===== config.mk =====
export PLATFORM = sky130hd
export DESIGN_NAME = cfg_index_port
export DESIGN_NICKNAME = d
export VERILOG_FILES = /design/src/rtl/cfg_port_pkg.sv /design/src/rtl/cfg_key_fsm.sv /design/src/rtl/cfg_global_regs.sv /design/src/rtl/cfg_index_port.sv
export SDC_FILE = /design/constraint.sdc
export NUM_CORES = 1
export LEC_CHECK = 0
export BUFFER_PORTS_ARGS = -buffer_cell sky130_fd_sc_hd__buf_2
export CAP_MARGIN = 10
export CORE_UTILIZATION = 45
export CTS_CLUSTER_DIAMETER = 60
export DETAILED_ROUTE_END_ITERATION = 6
export PLACE_DENSITY = 0.78
export REMOVE_ABC_BUFFERS = 1
export SYNTH_ARGS = -nofsm -noshare
export SYNTH_HDL_FRONTEND = slang
export SYNTH_HIERARCHICAL = 1
export SYNTH_SLANG_ARGS = --single-unit

===== constraint.sdc =====
create_clock -name clk -period 4.7 [get_ports clk]
set_clock_uncertainty 0.05 [all_clocks]
set_input_delay 0.235 -clock clk [delete_from_list [all_inputs] [get_ports clk]]
set_output_delay 0.235 -clock clk [all_outputs]
set_load 0.01 [all_outputs]

===== src/rtl/cfg_port_pkg.sv =====
package cfg_port_pkg;
  localparam logic [7:0] IDX_LDN    = 8'h07;
  localparam logic [7:0] IDX_DEV_HI = 8'h20;
  localparam logic [7:0] IDX_DEV_LO = 8'h21;
  localparam logic [7:0] IDX_REV    = 8'h22;
  localparam logic [7:0] IDX_VND_HI = 8'h23;
  localparam logic [7:0] IDX_VND_LO = 8'h24;
  localparam logic [7:0] LOCKED_READ = 8'hFF;

  typedef enum logic {KS_LOCKED, KS_OPEN} key_state_t;
endpackage


===== src/rtl/cfg_key_fsm.sv =====
module cfg_key_fsm
  import cfg_port_pkg::*;
#(
  parameter logic [7:0] KEY_ENTER  = 8'h87,
  parameter logic [7:0] KEY_EXIT   = 8'hAA,
  parameter int         KEY_REPEAT = 2
) (
  input  logic       clk,
  input  logic       rst_n,
  input  logic       idx_wr,
  input  logic [7:0] idx_wdata,
  output logic       open
);
  localparam int CW = $clog2(KEY_REPEAT + 1);
  localparam logic [CW-1:0] LAST = CW'(KEY_REPEAT - 1);

  key_state_t      state;
  logic [CW-1:0]   match_cnt;

  always_ff @(posedge clk) begin
    if (!rst_n) begin
      state     <= KS_LOCKED;
      match_cnt <= '0;
    end else if (idx_wr) begin
      if (state == KS_OPEN) begin
        if (idx_wdata == KEY_EXIT) begin
          state     <= KS_LOCKED;
          match_cnt <= '0;
        end
      end else if (idx_wdata == KEY_ENTER) begin
        if (match_cnt == LAST) begin
          state     <= KS_OPEN;
          match_cnt <= '0;
        end else begin
          match_cnt <= match_cnt + 1'b1;
        end
      end else begin
        match_cnt <= '0;
      end
    end
  end

  assign open = (state == KS_OPEN);

  AST_OPEN_NEEDS_KEY: assert property (@(posedge clk) disable iff (!rst_n)
    $rose(open) |-> $past(idx_wr && idx_wdata == KEY_ENTER));
  AST_EXIT_LOCKS: assert property (@(posedge clk) disable iff (!rst_n)
    (open && idx_wr && idx_wdata == KEY_EXIT) |=> !open);
endmodule


===== src/rtl/cfg_global_regs.sv =====
module cfg_global_regs
  import cfg_port_pkg::*;
#(
  parameter logic [15:0] DEV_ID    = 16'h0A53,
  parameter logic [7:0]  REV_ID    = 8'h12,
  parameter logic [15:0] VENDOR_ID = 16'h1934
) (
  input  logic       clk,
  input  logic       rst_n,
  input  logic       wr_en,
  input  logic [7:0] idx,
  input  logic [7:0] wdata,
  output logic [7:0] ldn,
  output logic [7:0] rd_val
);
  always_ff @(posedge clk) begin
    if (!rst_n)                        ldn <= '0;
    else if (wr_en && idx == IDX_LDN)  ldn <= wdata;
  end

  always_comb begin
    case (idx)
      IDX_LDN:    rd_val = ldn;
      IDX_DEV_HI: rd_val = DEV_ID[15:8];
      IDX_DEV_LO: rd_val = DEV_ID[7:0];
      IDX_REV:    rd_val = REV_ID;
      IDX_VND_HI: rd_val = VENDOR_ID[15:8];
      IDX_VND_LO: rd_val = VENDOR_ID[7:0];
      default:    rd_val = 8'h00;
    endcase
  end
endmodule


===== src/rtl/cfg_index_port.sv =====
module cfg_index_port
  import cfg_port_pkg::*;
#(
  parameter logic [15:0] BASE_PRI   = 16'h002E,
  parameter logic [15:0] BASE_ALT   = 16'h004E,
  parameter logic [7:0]  KEY_ENTER  = 8'h87,
  parameter logic [7:0]  KEY_EXIT   = 8'hAA,
  parameter int          KEY_REPEAT = 2,
  parameter logic [7:0]  FWD_BASE   = 8'h30,
  parameter logic [15:0] DEV_ID     = 16'h0A53,
  parameter logic [7:0]  REV_ID     = 8'h12,
  parameter logic [15:0] VENDOR_ID  = 16'h1934
) (
  input  logic        clk,
  input  logic        rst_n,
  input  logic        strap_alt,
  input  logic        req_valid,
  output logic        req_ready,
  input  logic        req_write,
  input  logic [15:0] req_addr,
  input  logic [7:0]  req_wdata,
  output logic        rsp_valid,
  input  logic        rsp_ready,
  output logic [7:0]  rsp_data,
  output logic        cfg_open,
  output logic [7:0]  ldn,
  output logic        dev_rd_en,
  output logic        dev_wr_en,
  output logic [7:0]  dev_addr,
  output logic [7:0]  dev_wdata,
  input  logic [7:0]  dev_rdata
);
  logic [15:0] base;
  logic        acc, hit_idx, hit_dat, idx_wr, dat_wr, dat_rd, fwd;
  logic [7:0]  idx_q, glob_rd;

  assign base      = strap_alt ? BASE_ALT : BASE_PRI;
  assign req_ready = !rsp_valid || rsp_ready;
  assign acc       = req_valid && req_ready;
  assign hit_idx   = acc && (req_addr == base);
  assign hit_dat   = acc && (req_addr == base + 16'd1);
  assign idx_wr    = hit_idx && req_write;
  assign dat_wr    = hit_dat && req_write && cfg_open;
  assign dat_rd    = hit_dat && !req_write;
  assign fwd       = (idx_q >= FWD_BASE);

  cfg_key_fsm #(
    .KEY_ENTER(KEY_ENTER), .KEY_EXIT(KEY_EXIT), .KEY_REPEAT(KEY_REPEAT)
  ) u_key (
    .clk(clk), .rst_n(rst_n), .idx_wr(idx_wr), .idx_wdata(req_wdata),
    .open(cfg_open)
  );

  always_ff @(posedge clk) begin
    if (!rst_n)
      idx_q <= '0;
    else if (idx_wr && cfg_open && req_wdata != KEY_EXIT)
      idx_q <= req_wdata;
  end

  cfg_global_regs #(
    .DEV_ID(DEV_ID), .REV_ID(REV_ID), .VENDOR_ID(VENDOR_ID)
  ) u_glob (
    .clk(clk), .rst_n(rst_n), .wr_en(dat_wr && !fwd), .idx(idx_q),
    .wdata(req_wdata), .ldn(ldn), .rd_val(glob_rd)
  );

  assign dev_wr_en = dat_wr && fwd;
  assign dev_rd_en = dat_rd && cfg_open && fwd;
  assign dev_addr  = idx_q;
  assign dev_wdata = req_wdata;

  always_ff @(posedge clk) begin
    if (!rst_n) begin
      rsp_valid <= 1'b0;
      rsp_data  <= '0;
    end else if (dat_rd) begin
      rsp_valid <= 1'b1;
      rsp_data  <= !cfg_open ? LOCKED_READ : (fwd ? dev_rdata : glob_rd);
    end else if (rsp_ready) begin
      rsp_valid <= 1'b0;
    end
  end

  AST_NO_STROBE_LOCKED: assert property (@(posedge clk) disable iff (!rst_n)
    !cfg_open |-> !(dev_rd_en || dev_wr_en));
  AST_LDN_FROZEN_LOCKED: assert property (@(posedge clk) disable iff (!rst_n)
    !cfg_open |=> $stable(ldn));
  AST_STROBE_EXCL: assert property (@(posedge clk) disable iff (!rst_n)
    $countones({dev_rd_en, dev_wr_en}) <= 1);
  AST_FWD_RANGE: assert property (@(posedge clk) disable iff (!rst_n)
    (dev_rd_en || dev_wr_en) |-> dev_addr >= FWD_BASE);
  AST_RSP_HOLD: assert property (@(posedge clk) disable iff (!rst_n)
    (rsp_valid && !rsp_ready) |=> (rsp_valid && $stable(rsp_data)));
endmodule


==> impl_results.md, run 1 <==
* Number of detailed-routing iterations run before antenna repair at 4
* Cell Chain, Critical Path: a211oi_2 > nand3_1 > nor2_1 > and3_1 > mux2i_1
* TritonCTS clock tree: built
* Vert. Die Dim at 66.0 um
* Max-cap violations at 0
* Critical path endpoint category: register
* Gr usage total at 0.217
* Combinational power share at 0.110
* Netlist area before placement at ~1800 um2
* Maximum number of pins on one net before global-route repair at 22
* Root buffer selected by CTS: clkbuf_8
* Crit path max-delay family: compound AO/OA/AOI/OAI gates
* CORE AREA at around 3800 um2
* Area leader, netlist: dfxtp_1
* Reg-to-reg slack, setup at roughly 2300 ps
* Number of buffers on the longest clock path at 2
* Fraction of synthesized cell area taken by the top area cell type at 0.304
* Final Hold Fails at 0
* Power density of the placed cells at approximately 200 nW/um2
* Proportion of layout cells with a drive suffix above 1 at 0.352
* # DRC at 0
* Number of cells in the design after placement at roughly 300
* Net Sw Frac at 0.232
* CTS hold repair buffers at 0
* List of most frequent post-synthesis cells: dfxtp_1, nand2_1, mux2i_1, a21oi_1
* Min-delay src: req_wdata[7]
* Worst r2r dst: u_glob/ldn[5]
* Hold Path Stages at 3
* Average detailed-routed wire length per instance at about 15 um
* Final Non-Filler Cells at 312
* Row count at 22
* Post-CTS repair timing setup buffer count at 0
* Kind of launch point of the worst setup path: register
* Headroom to the max-slew limit at 0.314
* Average size of a mapped cell at approximately 9 um2
* Post-synthesis async set-or-reset flop share at 0
* Final setup fails at 0
* Critical Path AT at roughly 2600 ps
* Setup CP Type: reg -> reg
* Die area at 4360 um2
* Required @ worst endpoint at around 4900 ps
* Post-CTS Resized at 0
* Critical Path Start: dev_addr[5]
* Total CTS buffers at 3
* I/O pin count at 75
* Number of antenna repair diodes at 0
* Worst Tran Pin Value at 1030 ps
* Cell-internal power at 0.332 mW
* Weighted congestion reported at the end of routability-driven placement at slightly above 0.9
* Max Clk Rate at a little over 400 MHz
* Number of flops mapped to enable cells by yosys at 0
* Count of state elements after synthesis at 28
* Vias post-DR at 1843
* Setup TNS Final at 0 ps
* Cell leakage power at approximately 0.94 nW
* Shortest clock period the worst path allows after layout at roughly 2400 ps
* Net Sw Power at approximately 0.10 mW
* Remaining Overflow, GRT at 0
* Drt via density at between 5 and 6
* Max rail drop VDD at roughly 0.00011 V
* Synth unique cells at 52
* Number of antenna-violating nets in the routed design at 0
* Relative contribution of the clock network to total power at 0.342
* End point of the most critical hold path: u_glob/ldn[7]
* Unrepaired setup endpoints after global routing: no
* Primary flip-flop cell chosen by synthesis mapping: dfxtp_1
* Initial antenna violation count at 0
* Mapped Cells at ~210
* Relative area change from synthesis to final layout at 19.7%
* Floorplan die width at 66.0 um
* Final net count at about 300
* First-iteration detailed-routing DRC count at 91
* Clock network latency to the later pin of the worst-skew pair at 270 ps
* Clk sink count at 28
* Clock edge transition at the registers on the reported setup and hold paths at approximately 90 ps
* Wire length after detailed routing at 4.69 mm
* Via count of the first global-routing pass at between 1500 and 2000
* Starting density of the core at 0.486
* Port Buffers at 74
* Main area contributors after synthesis: dfxtp_1, mux2i_1, nand2_1
* Number of H-tree levels at 1
* Final Max Slew Viols at 0
* Ys Warns at 6
* Crit-path slowest cell: a211oi_2
* Register-to-Register Path Depth at 5
* HP Class: in -> reg
* Reg-to-reg startpoint: dev_addr[5]
* Most frequently used cell type in the post-synthesis netlist: dfxtp_1
* Relative contribution of sequential cells to total power at 0.548
* Count of buffer and inverter cells on the critical path at 0
* Max incr delay on CP at ~910 ps
* HPWL Detailed at 3.58 mm
* Crit-path max FO at 13
* Wire length of the first global-routing pass at around 7.4 mm
* Share of synthesized area occupied by flip-flops and latches at 0.304
* Post-route clock period utilization at 0.512
* Status: finished, final reports clean
## power by group through the flow
stage / clock network [mW] / logic [mW] / registers (mW)
2_1_floorplan: 0 / 0.0140 / 0.243
3_3_place_gp: 0 / 0.0465 / 0.243
3_5_place_dp: 0 / 0.0474 / 0.243
4_1_cts: 0.153 / 0.0475 / 0.237
5_1_grt: 0.164 / 0.0517 / 0.237
6_report: 0.148 / 0.0475 / 0.237
## worst reg2reg max path, delay by kind of cell (launching register included)
kind / cells / cell delay (ps)
simple gates: 3 / 710
flops: 1 / 440
mux: 1 / 240
compound gates: 1 / 910
## cell usage in the layout, fill, tap and decap left out, drive strengths merged, types with 3 or more instances in the layout
master,synthesis,routed
buf,14,74
dfxtp,28,28
nand2,26,26
mux2i,16,16
a21oi,15,15
a31oi,10,10
nand4,9,9
o31ai,8,8
a311oi,8,8
nor2,5,5
nand3,5,5
inv,4,4
clkbuf,6,4
and4b,4,4
nor2b,3,3
nor3b,3,3
nor4,3,3
a211oi,3,3
o211ai,3,3
and4bb,3,3
## cell families (layout without fill, tap and decap cells)
| family | after synthesis | after routing | share of synthesized area |
|---|---|---|---|
| mux | 16 | 16 | 0.0868 |
| simple gates | 80 | 80 | 0.288 |
| buf+inv | 25 | 83 | 0.0787 |
| compound gates | 57 | 57 | 0.242 |
| flops | 28 | 28 | 0.304 |
## area by class of cell
cell class	count	area, um2
Clock buffer	4	55.1
Timing Repair Buffer	74	370
Inverter	5	18.8
Tap cell	48	60.1
Fill cell	365	1590
Sequential cell	28	561
Multi-Input combinational cell	153	1140
## metal layers
metal	wire length, um	GRT usage	vias to the layer above
met5	0	0	-
met3	261	0.0241	4
li1	-	-	907
met4	37	0.0691	0
met2	2310	0.365	55
met1	2080	0.287	877
## worst max-delay path by stage
| stage | to | slack, ps | depth (start not counted) |
|---|---|---|---|
| after floorplan | u_glob/ldn[0] | 2170 | 5 |
| after global placement | u_glob/ldn[2] | 2250 | 7 |
| after detailed placement | u_glob/ldn[4] | 2190 | 7 |
| after CTS | u_glob/ldn[5] | 2260 | 5 |
| after global routing | u_glob/ldn[7] | 2070 | 5 |
| final | u_glob/ldn[5] | 2290 | 5 |
## flip-flops by register name, summed over array words and instances (netlist names)
name             count
u_key/match_cnt      2
rsp_valid            1
u_key/open           1
dev_addr             8
u_glob/ldn           8
rsp_data             8
## metrics by stage
stage                     hold WS (ps)  worst slack, ps  power [mW]   util  cell area [um2]
final                              204             2290       0.433  0.581             2210
after global routing               209             2070       0.453  0.581             2210
after CTS                          195             2260       0.437  0.581             2210
after detailed placement           384             2190       0.290  0.567             2150
after global placement             379             2250       0.289  0.567             2150
after floorplan                    318             2170       0.257      -             1720
No activity file was read; power rests on OpenSTA's default activity.
==> run 2: changes to the inputs <==
==> constraint.sdc (replaced) <==
create_clock -name clk -period 2.5 [get_ports clk]
set_clock_uncertainty 0.05 [all_clocks]
set_input_delay 0.125 -clock clk [delete_from_list [all_inputs] [get_ports clk]]
set_output_delay 0.125 -clock clk [all_outputs]
set_load 0.01 [all_outputs]
==> run 2 against run 1 <==
Effect of this change: sequential power increased by 88%; count of clock-buffer cells in the layout is 1 lower; setup slack worse by 1700 ps; highest routed layer unchanged; clock power is 64% higher; final cell count is 0.64% higher; critical path depth shrank 1.
==> impl_results.md, run 2 (synthesis results as in run 1) <==
* Clk sink count at 28 (unchanged)
* Crit-path max FO at 13 (unchanged)
* Max-cap violations at 0 (unchanged)
* Number of antenna repair diodes at 0 (unchanged)
* Critical path endpoint category: output pin
* First-iteration detailed-routing DRC count at 119 (+31%)
* Relative contribution of the clock network to total power at 0.313 (-0.029)
* Floorplan die width at 66.0 um (unchanged)
* Number of cells in the design after placement at 311 (+0.97%)
* Number of detailed-routing iterations run before antenna repair at 4 (unchanged)
* Setup CP Type: reg -> out
* Drt via density at 5.98 (+1.3%)
* TritonCTS clock tree: built
* Weighted congestion reported at the end of routability-driven placement at 0.838 (-7.6%)
* Final net count at 306 (+0.99%)
* Proportion of layout cells with a drive suffix above 1 at 0.357 (+0.00487)
* Cell Chain, Critical Path: a211oi_2 > buf_4 > nor4_1 > buf_2
* Post-CTS repair timing setup buffer count at 0 (unchanged)
* Min-delay src: req_wdata[7]
* Number of buffers on the longest clock path at 2 (unchanged)
* Commonest cells after routing, fill and taps aside: buf_2, dfxtp_1, nand2_1
* Clock network latency to the later pin of the worst-skew pair at 270 ps (about the same)
* Shortest clock period the worst path allows after layout at 1870 ps
* Total area of sequential cells at 561 um2 (unchanged)
* Initial antenna violation count at 0 (unchanged)
* Leading cell type in the layout, fill and taps excluded: buf_2
* HP Class: in -> reg
* Final Max Slew Viols at 0 (unchanged)
* Worst Tran Pin Value at 673 ps (-355 ps)
* Combinational power share at 0.115 (+0.005)
* Unrepaired setup endpoints after global routing: no
* Vert. Die Dim at 66.0 um (unchanged)
* Number of fill cells in the layout at 337 (-7.7%)
* Crit-path slowest cell: dfxtp_1
* Wire length of the first global-routing pass at 7.63 mm (+2.7%)
* Remaining Overflow, GRT at 0 (unchanged)
* Crit path max-delay family: flip-flops
* Max rail drop VDD at 0.000184 V (+71%)
* Maximum number of pins on one net before global-route repair at 22 (unchanged)
* HPWL Detailed at 3.55 mm (-1.0%)
* Row count at 22 (unchanged)
* Starting density of the core at 0.486 (unchanged)
* Number of H-tree levels at 1 (unchanged)
* Critical Path Start: dev_addr[5]
* Post-CTS Resized at 0 (unchanged)
* CORE AREA at 3800 um2 (unchanged)
* Reg-to-reg startpoint: dev_addr[5]
* Port Buffers at 74 (unchanged)
* Clock edge transition at the registers on the reported setup and hold paths at 90 ps (about the same)
* Wire length after detailed routing at 4.73 mm (+0.87%)
* Kind of launch point of the worst setup path: register
* Post-route clock period utilization at 0.750
* Die area at 4360 um2 (unchanged)
* Relative area change from synthesis to final layout at 20.2%
* Headroom to the max-slew limit at 0.550 (+0.236)
* Count of buffer and inverter cells on the critical path at 2 (+2)
* Required @ worst endpoint at 2330 ps (-2520 ps)
* Vias post-DR at 1878 (+1.9%)
* Critical Path AT at 1700 ps (-860 ps)
* Relative contribution of sequential cells to total power at 0.572 (+0.024)
* Worst hold margin at 80.1 ps (-124 ps)
* Net Sw Frac at 0.240 (+0.00767)
* Multi-input combinational cell area at 1140 um2 (unchanged)
* Max incr delay on CP at 580 ps (-330 ps)
* Cell-internal power at 0.592 mW (+78%)
* Power density of the placed cells at 351 nW/um2 (+79%)
* CTS hold repair buffers at 0 (unchanged)
* Number of antenna-violating nets in the routed design at 0 (unchanged)
* Root buffer selected by CTS: clkbuf_8
* Setup TNS Final at 0 ps (unchanged)
* Pwr Total at 0.779 mW (+80%)
* Net Sw Power at 0.186 mW (+86%)
* Final setup fails at 0 (unchanged)
* Status: finished, final reports clean
* Final Hold Fails at 0 (unchanged)
* I/O pin count at 75 (unchanged)
* Gr usage total at 0.223 (+0.00582)
* Max Clk Rate at 534 MHz
* Via count of the first global-routing pass at 1710 (+1.8%)
* Total CTS buffers at 3 (unchanged)
* Cell leakage power at 0.949 nW (+0.84%)
* Average detailed-routed wire length per instance at 15.1 um (+0.23%)
* # DRC at 0 (unchanged)
* Final Non-Filler Cells at 314 (+0.64%)
## run 2: cell types whose count changed in the layout (fill, tap and decap cells not counted)
cell	previous run	this run
clkbuf_8	4	3
buf_4	0	3
## run 2: final timing paths
kind | to | slack (ps) | cells past startpoint
worst max-delay path | dev_rd_en | 630 | 4
worst min-delay path | u_glob/ldn[7] | 80 | 3
worst max register to register | u_glob/ldn[3] | 730 | 5
worst min register to register | u_key/match_cnt[1] | 400 | 1
## run 2: final cells by class
class                      instances  area share
multi-input combinational        153       0.516
inverter                           5     0.00846
tap                               48      0.0271
sequential                        28       0.253
timing repair buffer              77       0.177
clock buffer                       3      0.0186
## run 2: through the flow
stage	instance area (um2)	utilization	setup slack, ps
floorplan	1720	-	-27.6
global placement	2180	0.573	525
detailed placement	2180	0.573	493
CTS	2220	0.584	647
global route	2220	0.584	507
finish	2220	0.584	626
## run 2: power groups by stage
stage / Sequential, mW / Combinational [mW] / Clock [mW]
after floorplan: 0.456 / 0.0264 / 0
after global routing: 0.446 / 0.0973 / 0.267
after global placement: 0.456 / 0.0872 / 0
final: 0.446 / 0.0896 / 0.243
after CTS: 0.446 / 0.0892 / 0.247
after detailed placement: 0.456 / 0.0888 / 0
## run 2: routing by layer
layer | wire length [um] | up-vias | part of all wire | GRT usage
met5 | 0 | - | 0 | 0
met4 | 41 | 0 | 0.0087 | 0.0691
met3 | 273 | 6 | 0.058 | 0.0259
met2 | 2250 | 62 | 0.48 | 0.389
met1 | 2170 | 892 | 0.46 | 0.283
li1 | - | 918 | - | -
## run 2: worst reg2reg max path, delay by kind of cell, from the launching register on
family | cells | cell delay [ps]
muxes | 1 | 240
DFF | 1 | 440
AOI/OAI and AO/OA | 1 | 310
and+or+nand+nor | 3 | 670
